[src/rtl/ex8_pkg.sv]
package ex8_pkg;
  typedef enum logic [2:0] {
    OP_ADD  = 3'd0,
    OP_AND  = 3'd1,
    OP_SLT  = 3'd2,
    OP_NOT  = 3'd3,
    OP_SHR  = 3'd4,
    OP_ADDR = 3'd5,
    OP_BZ   = 3'd6,
    OP_BAL  = 3'd7
  } ex8_op_e;
  localparam int OP_W = 3;
endpackage

[src/rtl/ex8_alu.sv]
module ex8_alu #(
  parameter int DW = 8
) (
  input  logic [ex8_pkg::OP_W-1:0] op,
  input  logic [DW-1:0]            a,
  input  logic [DW-1:0]            b,
  input  logic [DW-1:0]            imm,
  output logic [DW-1:0]            y
);
  import ex8_pkg::*;
  logic lt;
  assign lt = $signed(a) < $signed(b);

  always_comb begin
    unique case (ex8_op_e'(op))
      OP_ADD:  y = a + b;
      OP_AND:  y = a & b;
      OP_SLT:  y = {{(DW-1){1'b0}}, lt};
      OP_NOT:  y = ~a;
      OP_SHR:  y = {1'b0, a[DW-1:1]};
      OP_ADDR: y = a + imm;
      default: y = '0;
    endcase
  end
endmodule

[src/rtl/ex8_branch.sv]
module ex8_branch #(
  parameter int DW = 8
) (
  input  logic [ex8_pkg::OP_W-1:0] op,
  input  logic [DW-1:0]            a,
  input  logic [DW-1:0]            b,
  input  logic [DW-1:0]            imm,
  input  logic [DW-1:0]            pc,
  output logic                     taken,
  output logic [DW-1:0]            target,
  output logic [DW-1:0]            link,
  output logic                     is_link
);
  import ex8_pkg::*;
  logic is_bz;
  assign is_bz   = (ex8_op_e'(op) == OP_BZ);
  assign is_link = (ex8_op_e'(op) == OP_BAL);
  assign taken   = is_link || (is_bz && (a == '0));
  assign target  = (is_bz || is_link) ? DW'(b + imm) : '0;
  assign link    = DW'(pc + DW'(1));
endmodule

[src/rtl/ex8_outreg.sv]
module ex8_outreg #(
  parameter int DW = 8
) (
  input  logic          clk,
  input  logic          rst,
  input  logic          in_valid,
  output logic          in_ready,
  input  logic [DW-1:0] d_res,
  input  logic          d_taken,
  input  logic [DW-1:0] d_target,
  output logic          out_valid,
  input  logic          out_ready,
  output logic [DW-1:0] q_res,
  output logic          q_taken,
  output logic [DW-1:0] q_target
);
  assign in_ready = !out_valid || out_ready;

  always_ff @(posedge clk) begin
    if (rst) begin
      out_valid <= 1'b0;
      q_res     <= '0;
      q_taken   <= 1'b0;
      q_target  <= '0;
    end else if (in_ready) begin
      out_valid <= in_valid;
      if (in_valid) begin
        q_res    <= d_res;
        q_taken  <= d_taken;
        q_target <= d_target;
      end
    end
  end
endmodule

[src/rtl/ex8_unit.sv]
module ex8_unit #(
  parameter int DW = 8
) (
  input  logic                     clk,
  input  logic                     rst,
  input  logic                     in_valid,
  output logic                     in_ready,
  input  logic [ex8_pkg::OP_W-1:0] op,
  input  logic [DW-1:0]            opa,
  input  logic [DW-1:0]            opb,
  input  logic [DW-1:0]            imm,
  input  logic [DW-1:0]            pc,
  output logic                     out_valid,
  input  logic                     out_ready,
  output logic [DW-1:0]            res,
  output logic                     br_taken,
  output logic [DW-1:0]            br_target
);
  logic [DW-1:0] alu_y, link, tgt, nxt_res;
  logic          tk, is_link;

  ex8_alu #(.DW(DW)) u_alu (
    .op(op), .a(opa), .b(opb), .imm(imm), .y(alu_y)
  );

  ex8_branch #(.DW(DW)) u_br (
    .op(op), .a(opa), .b(opb), .imm(imm), .pc(pc),
    .taken(tk), .target(tgt), .link(link), .is_link(is_link)
  );

  assign nxt_res = is_link ? link : alu_y;

  ex8_outreg #(.DW(DW)) u_reg (
    .clk(clk), .rst(rst),
    .in_valid(in_valid), .in_ready(in_ready),
    .d_res(nxt_res), .d_taken(tk), .d_target(tgt),
    .out_valid(out_valid), .out_ready(out_ready),
    .q_res(res), .q_taken(br_taken), .q_target(br_target)
  );
endmodule

[config.mk]
export PLATFORM = sky130hd
export DESIGN_NAME = ex8_unit
export DESIGN_NICKNAME = d
export VERILOG_FILES = /design/src/rtl/ex8_pkg.sv /design/src/rtl/ex8_alu.sv /design/src/rtl/ex8_branch.sv /design/src/rtl/ex8_outreg.sv /design/src/rtl/ex8_unit.sv
export SDC_FILE = /design/constraint.sdc
export NUM_CORES = 1
export LEC_CHECK = 0
export BUFFER_PORTS_ARGS = -buffer_cell sky130_fd_sc_hd__buf_4
export CAP_MARGIN = 20
export CORE_ASPECT_RATIO = 0.6
export CORE_MARGIN = 1
export CORE_UTILIZATION = 55
export DETAILED_ROUTE_END_ITERATION = 16
export GPL_TIMING_DRIVEN = 0
export HOLD_SLACK_MARGIN = 0.03
export MAX_ROUTING_LAYER = met4
export PLACE_DENSITY = 0.84
export SLEW_MARGIN = 10
export SYNTH_ARGS = -nofsm -noshare
export SYNTH_HDL_FRONTEND = slang
export SYNTH_HIERARCHICAL = 1
export SYNTH_SLANG_ARGS = --single-unit
[constraint.sdc]
create_clock -name clk -period 3.8 [get_ports clk]
set_input_delay 0.38 -clock clk [delete_from_list [all_inputs] [get_ports clk]]
set_output_delay 0.38 -clock clk [all_outputs]
set_load 0.01 [all_outputs]
Word level (Yosys, flattened, before mapping)
Cells that the tools add are included.
Widths: inputs -> output; s select.
- bits in registers: 18
- logic and storage cells: 29
- $add $sub $neg: 4
- magnitude comparators: 1
- equality and inequality tests: 7
- muxes and demuxes: 3
- bitwise gates (word level): 2
- reductions and logical operators: 8
- operators with widths (cell ; number):
    $pmux 8 s6 ; 1
    $add 8x8->8 ; 3
    $mux 8 ; 2
    $eq 3x3->1 const B ; 4
    $add 8x1->8 const B ; 1
    $and 8x8->8 ; 1
    $logic_not 8->1 ; 1
    $lt 8x8->1 ; 1
    $not 8->8 ; 1
    $eq 3x2->1 const B ; 2
    $eq 3x1->1 const B ; 1
    $logic_not 3->1 ; 1
    $logic_or 1x1->1 ; 3
    $reduce_and 2->1 ; 1
    $logic_and 1x1->1 ; 1
    $logic_not 1->1 ; 1

Depth between registers and ports, before layout
Gate-level depths: netlist of the first run.
- word-level depth: 3
- gate-level depth with buffers: 16
- mapped depth without buffers: 15

Hierarchy
Netlist of the first run, hierarchy kept.
- modules (own cells, without submodules) (module ; times used ; cells each ; area an instance (um^2) ; seq. area each (um^2)):
    ex8_alu ; 1 ; 130 ; 962.2 ; 0.0
    ex8_outreg ; 1 ; 82 ; 834.6 ; 360.3
    ex8_branch ; 1 ; 66 ; 470.5 ; 0.0
    ex8_unit ; 1 ; 9 ; 131.4 ; 0.0

Worst setup path after synthesis of the first run
OpenSTA, ideal clock, no wires.
- path type: input to register
- start: input op[2] (netlist bit)
- end: register u_reg.q_res[7]
- setup time: 0.120 ns
- arrival time: 2.639 ns
- slack: 1.040 ns
- stages on the path: 14
- path buffers: 1
- cells stage by stage: buf_6 > nor2b_4 > nand2_4 > mux2_2 > ha_1 > a211oi_1 > a21oi_1 > a21bo_2 > a21oi_1 > xnor2_1 > o22ai_1 > mux2_4 > nand3_1 > a21oi_1
- cells in the longest elaborated chain, start to end: 3
- RTL lines (item ; RTL line ; RTL):
    start: declaration ; ex8_unit.sv:8 ; input logic [ex8_pkg::OP_W-1:0] op,
    $eq 3x3->1 (tied with other cells) ; ex8_alu.sv:15 ; unique case (ex8_op_e'(op))
    $pmux 8 s6 * ; ex8_alu.sv:15 ;
    via alu_y[7] ; ex8_unit.sv:19 ; logic [DW-1:0] alu_y, link, tgt, nxt_res;
    $mux 8 * ; ex8_unit.sv:31 ; assign nxt_res = is_link ? link : alu_y;
    via nxt_res[7] ; ex8_unit.sv:19 ;
    end signal: assignment ; ex8_outreg.sv:28 ; q_res <= d_res;
    end: declaration ; ex8_outreg.sv:13 ; output logic [DW-1:0] q_res,
The timed path passes the listed nets; every way through them passes the cells marked *.
A chain may end at the register's enable or synchronous reset.

Worst setup path in the final report of the first run
- start: input op[1] (netlist bit)
- end: register u_reg.q_res[6]
Same word-level chain as after synthesis.

==> flow_metrics.tcl, run 1 <==
set metrics [dict create \
    status "complete, but fails checks" \
    violations "DRC" \
    setup_tns_ns 0 \
    p_leak_nw 1.36 \
    syn_nets 358 \
    crit_required_ns 3.99 \
    finalCritPeriodShare_pct 79.2 \
    cts_buffers 3 \
    critPathKind "in2reg" \
    power.density_nw_per_um2 229 \
    yosys.cell_count.top_type "ha_1" \
    ys_top_cells_by_count "30 x ha_1, 24 x nand3_1, 22 x a21oi_1, 18 x dfxtp_1, 17 x inv_1" \
    layout.nets 418 \
    synthCells 287 \
    insertion_delay_ns 0.26 \
    hpwlAfterDp_mm 5.17 \
    drive_above_1_share_pct 31.5 \
    grt_max_degree 11 \
    initial_core_util_pct 57.9 \
    area_growth_pct 22.6 \
    grt_pass1_wl_mm 10.0 \
    rsz0062_at_grt "no" \
    yosys_register_bits 18 \
    cts.sink_count 18 \
    ctsResizeCount 0 \
    wl_per_cell_microns 15.4 \
    tightest_slew_ns 0.435 \
    vias 2329 \
    async_flop_share_pct 0 \
    synth-main-ff-cell "dfxtp_1" \
    cap_violations 0 \
    boundaryPins 58 \
    startpoint_type "primary input" \
    max_slew_margin_pct 70.9 \
    synth_warnings 6 \
    finalClockSkew_ns 0.00348 \
    ys_types 47 \
    worstPathArrival_ns 3.20 \
    period_needed_ns 3.01 \
    synth-edff-count 0 \
    setup_viol 0 \
    clk_pin_slew_ns 0.07 \
    die_h_microns 53.2 \
    synthTopCellsByArea "ha_1 16%, dfxtp_1 15%, nand3_1 5.0%" \
    initialDrtViolationCount 175 \
    die_x_microns 87.3 \
    p_total_uw 675 \
    clock-root-buffer "clkbuf_8" \
    cts_tree "yes" \
    ant_nets 0 \
    antenna_cells 0 \
    worstPathMaxFanout 9 \
    fin_ws_ns 0.789 \
    grt_pass1_vias 2044 \
    core_sq_um 4140 \
    drc_errors 1 \
    overflow 0 \
    cts_htree_levels 1 \
    post-place-ws_ns 0.533 \
    gp_congestion 0.940 \
    die-area_sq_um 4640 \
    firstDrtPassIters 11 \
    track_usage_pct 29.6 \
    synth_area_sq_um 2400 \
    fmax_ghz 0.332 \
    drt_wl_total_mm 6.27 \
    startpoint "op[1]" \
    io_buffers 55 \
    finalHoldViolCount 0 \
    finalMaxSlewViolations 0 \
    yosysTopAreaCell "ha_1" \
    synth_seq_area_share_pct 15.0 \
    hold_class "in2reg" \
    cts_setup_buffers 0 \
    drt-vias-per-instance 5.74 \
    synth_area_per_cell_sq_um 8.36 \
    worst_setup_path_end_kind "flip-flop" \
    cts_hold_repair.buffers 0 \
    cts_buffer_depth 2 \
    reg2reg_from "u_reg/out_valid" \
    antenna_found_initial 0 \
    worstHoldStart "rst" \
    fp-row-count 18 \
    netlist.area_leader.share_pct 15.6 \
    peakVddDrop_uv 176 \
]
==> logic make-up after synthesis <==
kind of cell	after synthesis	synth area share (%)
AO/OA/AOI/OAI	94	28.1
XOR/XNOR	14	5.11
adder cells (fa/ha/maj)	32	17.3
buffers and inverters	33	7.30
flip-flops	18	15.0
multiplexers	20	10.4
AND/OR/NAND/NOR	76	16.7
==> critical path, cell delays in order <==
cell and delay (ns):
buf_4 0.13, buf_4 0.17, nor2b_4 0.17, nand2_4 0.13
mux2_2 0.25, ha_1 0.15, inv_1 0.06, fa_1 0.40
nor2b_1 0.15, o21ai_1 0.10, a21boi_1 0.24, o21a_1 0.17
nor3_1 0.05, o31ai_1 0.25, mux2_4 0.19, nand3_1 0.07
a21oi_1 0.13
==> area by class of cell <==
type / instances / area, sq um
Inverter: 17 / 63.8
Fill cell: 377 / 1200
Timing Repair Buffer: 55 / 413
Tap cell: 60 / 75.1
Multi-Input combinational cell: 236 / 1860
Clock buffer: 4 / 55.1
Sequential cell: 18 / 360
Buffer: 16 / 111
==> final timing paths <==
kind / endpoint / slack [ns] / cells past startpoint
min reg2reg: u_reg/q_taken / 0.58 / 2
max reg2reg: u_reg/q_target[6] / 2.67 / 5
max: u_reg/q_res[6] / 0.79 / 17
min: u_reg/q_target[0] / 0.41 / 2
==> power breakdown <==
part / switching (mW) / internal [mW]
clock: 0.0663 / 0.0922
sequential: 0.00508 / 0.198
combinational: 0.160 / 0.153
total: 0.232 / 0.443
==> through the flow <==
stage	std cells	util, %	area, sq um	hold slack, ns
3_3_place_gp	402	69.7	2890	0.568
3_5_place_dp	402	69.7	2890	0.572
5_1_grt	406	71.0	2940	0.431
4_1_cts	406	71.0	2940	0.410
2_1_floorplan	287	-	2400	0.599
6_report	406	71.0	2940	0.413
==> layout by cell type (no fill, tap or decap), types with 2 or more instances in the layout <==
cell,count
nand4_1,3
a21bo_2,7
buf_2,4
buf_6,5
a31oi_1,2
a21o_1,6
fa_1,2
dfxtp_1,18
clkbuf_8,4
nand2_1,13
and3_1,5
a21oi_2,11
or3_1,3
inv_1,17
clkbuf_1,4
nor2b_1,2
mux2i_1,4
and2_1,3
o21ai_0,13
nor3_1,2
a211oi_1,7
nand3_1,24
ha_1,30
o21a_1,2
buf_4,57
o21ai_1,2
a21oi_1,22
o221ai_1,2
nor2_1,12
mux2_2,8
o31ai_1,2
o21bai_1,2
mux2_4,8
nor4_1,3
xor2_1,6
xnor2_1,8
a21bo_1,11
nand2b_1,2
==> sequential cells by signal, indices dropped and copies added (netlist names) <==
signal,count
u_reg/out_valid,1
u_reg/q_res,8
u_reg/q_taken,1
u_reg/q_target,8
==> layer usage <==
metal | vias up | GRT usage, % | share of wire (%)
met5 | - | - | 0
met4 | 0 | 3.28 | 0.43
met3 | 4 | 4.84 | 7.7
met2 | 102 | 44.0 | 42
met1 | 1063 | 42.9 | 50
li1 | 1160 | - | -
No activity file was read; power rests on OpenSTA's default activity.
==> run 2, diff against run 1 <==
==> constraint.sdc (replaced) <==
create_clock -name clk -period 2.9 [get_ports clk]
set_input_delay 0.29 -clock clk [delete_from_list [all_inputs] [get_ports clk]]
set_output_delay 0.29 -clock clk [all_outputs]
set_load 0.01 [all_outputs]
==> run 2 against run 1 <==
The run still ends with DRC left. Largest power group unchanged. Critical path depth decreased by 1. Cell count up 0.99%. Die area unchanged. Utilization rose by 1.3 points. Routed wire length grew 1.4%. Count of clock-buffer cells in the layout stayed put. Total power up 32%. Worst hold slack lost 0.088 ns. Design area grew 1.8%. Sequential power grew 31%.
==> flow_metrics.tcl, run 2 (synthesis results as in run 1) <==
set metrics [dict create \
    cts.sink_count 18 \
    path_delay_family "compound AO/OA/AOI/OAI gates" \
    reg_top3 "u_reg/q_res: 8 flops, u_reg/q_target: 8 flops" \
    cp_slowest_cell "ha_1" \
    fmax_ghz 0.358 \
    wl_per_cell_microns 15.5 \
    layout_common_cells "61 x buf_4, 30 x ha_1, 24 x nand3_1" \
    cts_tree "yes" \
    core_sq_um 4140 \
    crit_required_ns 3.04 \
    worstPathArrival_ns 2.94 \
    cts_buffers 3 \
    grtUsageMet3_pct 4.84 \
    die_x_microns 87.3 \
    finalMaxSlewViolations 0 \
    vias 2328 \
    drt_wl_total_mm 6.35 \
    p_leak_nw 1.39 \
    use_met1_pct 42.8 \
    boundaryPins 58 \
    die-area_sq_um 4640 \
    fill_cells 368 \
    ant_nets 0 \
    die_h_microns 53.2 \
    period_needed_ns 2.79 \
    grt_pass1_wl_mm 10.0 \
    cp_num_buf_inv 3 \
    drc_errors 1 \
    finalCritPeriodShare_pct 96.3 \
    insertion_delay_ns 0.26 \
    io_buffers 55 \
    antenna_found_initial 0 \
    finalHoldViolCount 0 \
    firstDrtPassIters 10 \
    setup_viol 0 \
    grt_max_degree 11 \
    tightest_slew_ns 0.504 \
    worstPathMaxFanout 9 \
    critPathKind "in2reg" \
    grt_pass1_vias 2040 \
    cts_hold_repair.buffers 0 \
    violations "DRC" \
    final_common_cell "buf_4" \
    clock-root-buffer "clkbuf_8" \
    cap_violations 0 \
    track_usage_pct 29.5 \
    antenna_cells 0 \
    drive_above_1_share_pct 34.0 \
    cts_htree_levels 1 \
    initialDrtViolationCount 139 \
    power.density_nw_per_um2 298 \
    hpwlAfterDp_mm 5.17 \
    finalClockSkew_ns 0.00245 \
    peakVddDrop_uv 231 \
    holdWs_ns 0.325 \
    grt.busiest_layer "met2" \
    gp_congestion 0.940 \
    max_slew_margin_pct 66.3 \
    p_total_uw 894 \
    area_growth_pct 24.8 \
    worst_setup_path_end_kind "flip-flop" \
    overflow 0 \
    max_stage_delay_ns 0.33 \
    fp-row-count 18 \
    drt-vias-per-instance 5.68 \
    use_met2_pct 44.0 \
    layout.nets 422 \
    status "complete, but fails checks" \
    clk_pin_slew_ns 0.07 \
    cts_buffer_depth 2 \
    worstPathCellList "buf_4 -> buf_4 -> nor2b_4 -> nand2_4 -> buf_4 -> mux2_2 -> ha_1 -> o21ai_0 -> a21oi_1 -> a21bo_2 -> a21oi_1 -> xnor2_1 -> o22ai_1 -> mux2_4 -> nand3_1 -> a21oi_1" \
    hold_class "in2reg" \
    startpoint_type "primary input" \
    initial_core_util_pct 57.9 \
]
## run 2: through the flow
step,area (sq um),std cells,TNS [ns],utilization (%),setup WS [ns]
5_1_grt,2990,410,-0.000233,72.3,-0.000233
3_5_place_dp,2890,402,-0.600,69.7,-0.277
2_1_floorplan,2400,287,0,-,0.230
4_1_cts,2950,406,0,71.1,0.0387
3_3_place_gp,2890,402,-0.541,69.7,-0.240
6_report,2990,410,0,72.3,0.108
## run 2: path summary, 6_finish.rpt
kind / from / endpoint / slack [ns] / depth (start not counted)
worst max-delay path: op[1] / u_reg/q_res[7] / 0.11 / 16
worst min-delay path: rst / u_reg/q_target[0] / 0.32 / 2
worst max register to register: u_reg/out_valid / u_reg/q_target[6] / 1.77 / 5
worst min register to register: u_reg/q_taken / u_reg/q_taken / 0.58 / 2
## run 2: area by class of cell
type / count / area [sq um] / share of cell area, %
Inverter: 17 / 63.8 / 2.13
Multi-Input combinational cell: 236 / 1890 / 63.0
Clock buffer: 4 / 55.1 / 1.84
Tap cell: 60 / 75.1 / 2.51
Buffer: 16 / 111 / 3.72
Timing Repair Buffer: 59 / 443 / 14.8
Sequential cell: 18 / 360 / 12.0
## run 2: layer usage
metal | wire, microns | vias up
li1 | - | 1170
met1 | 3210 | 1071
met2 | 2700 | 83
met3 | 416 | 4
met4 | 27 | 0
met5 | 0 | -
## run 2: power by group
group	internal (mW)	total [mW]	switching [mW]
sequential	0.260	0.266	0.00668
clock	0.121	0.207	0.0860
combinational	0.206	0.420	0.215
## run 2: timing repair
item                       in CTS  in global routing
resized for setup               1                  5
gates cloned                    0                  0
setup buffers                   0                  4
pin swaps                       1                  2
hold endpoints to repair        0                  0
setup endpoints to repair       1                  3
## run 2: worst reg2reg max path: stages (launching register included)
cell	delay [ns]
dfxtp_1	0.34
nand2b_4	0.08
buf_6	0.13
buf_2	0.22
nand3_1	0.15
a21oi_2	0.15
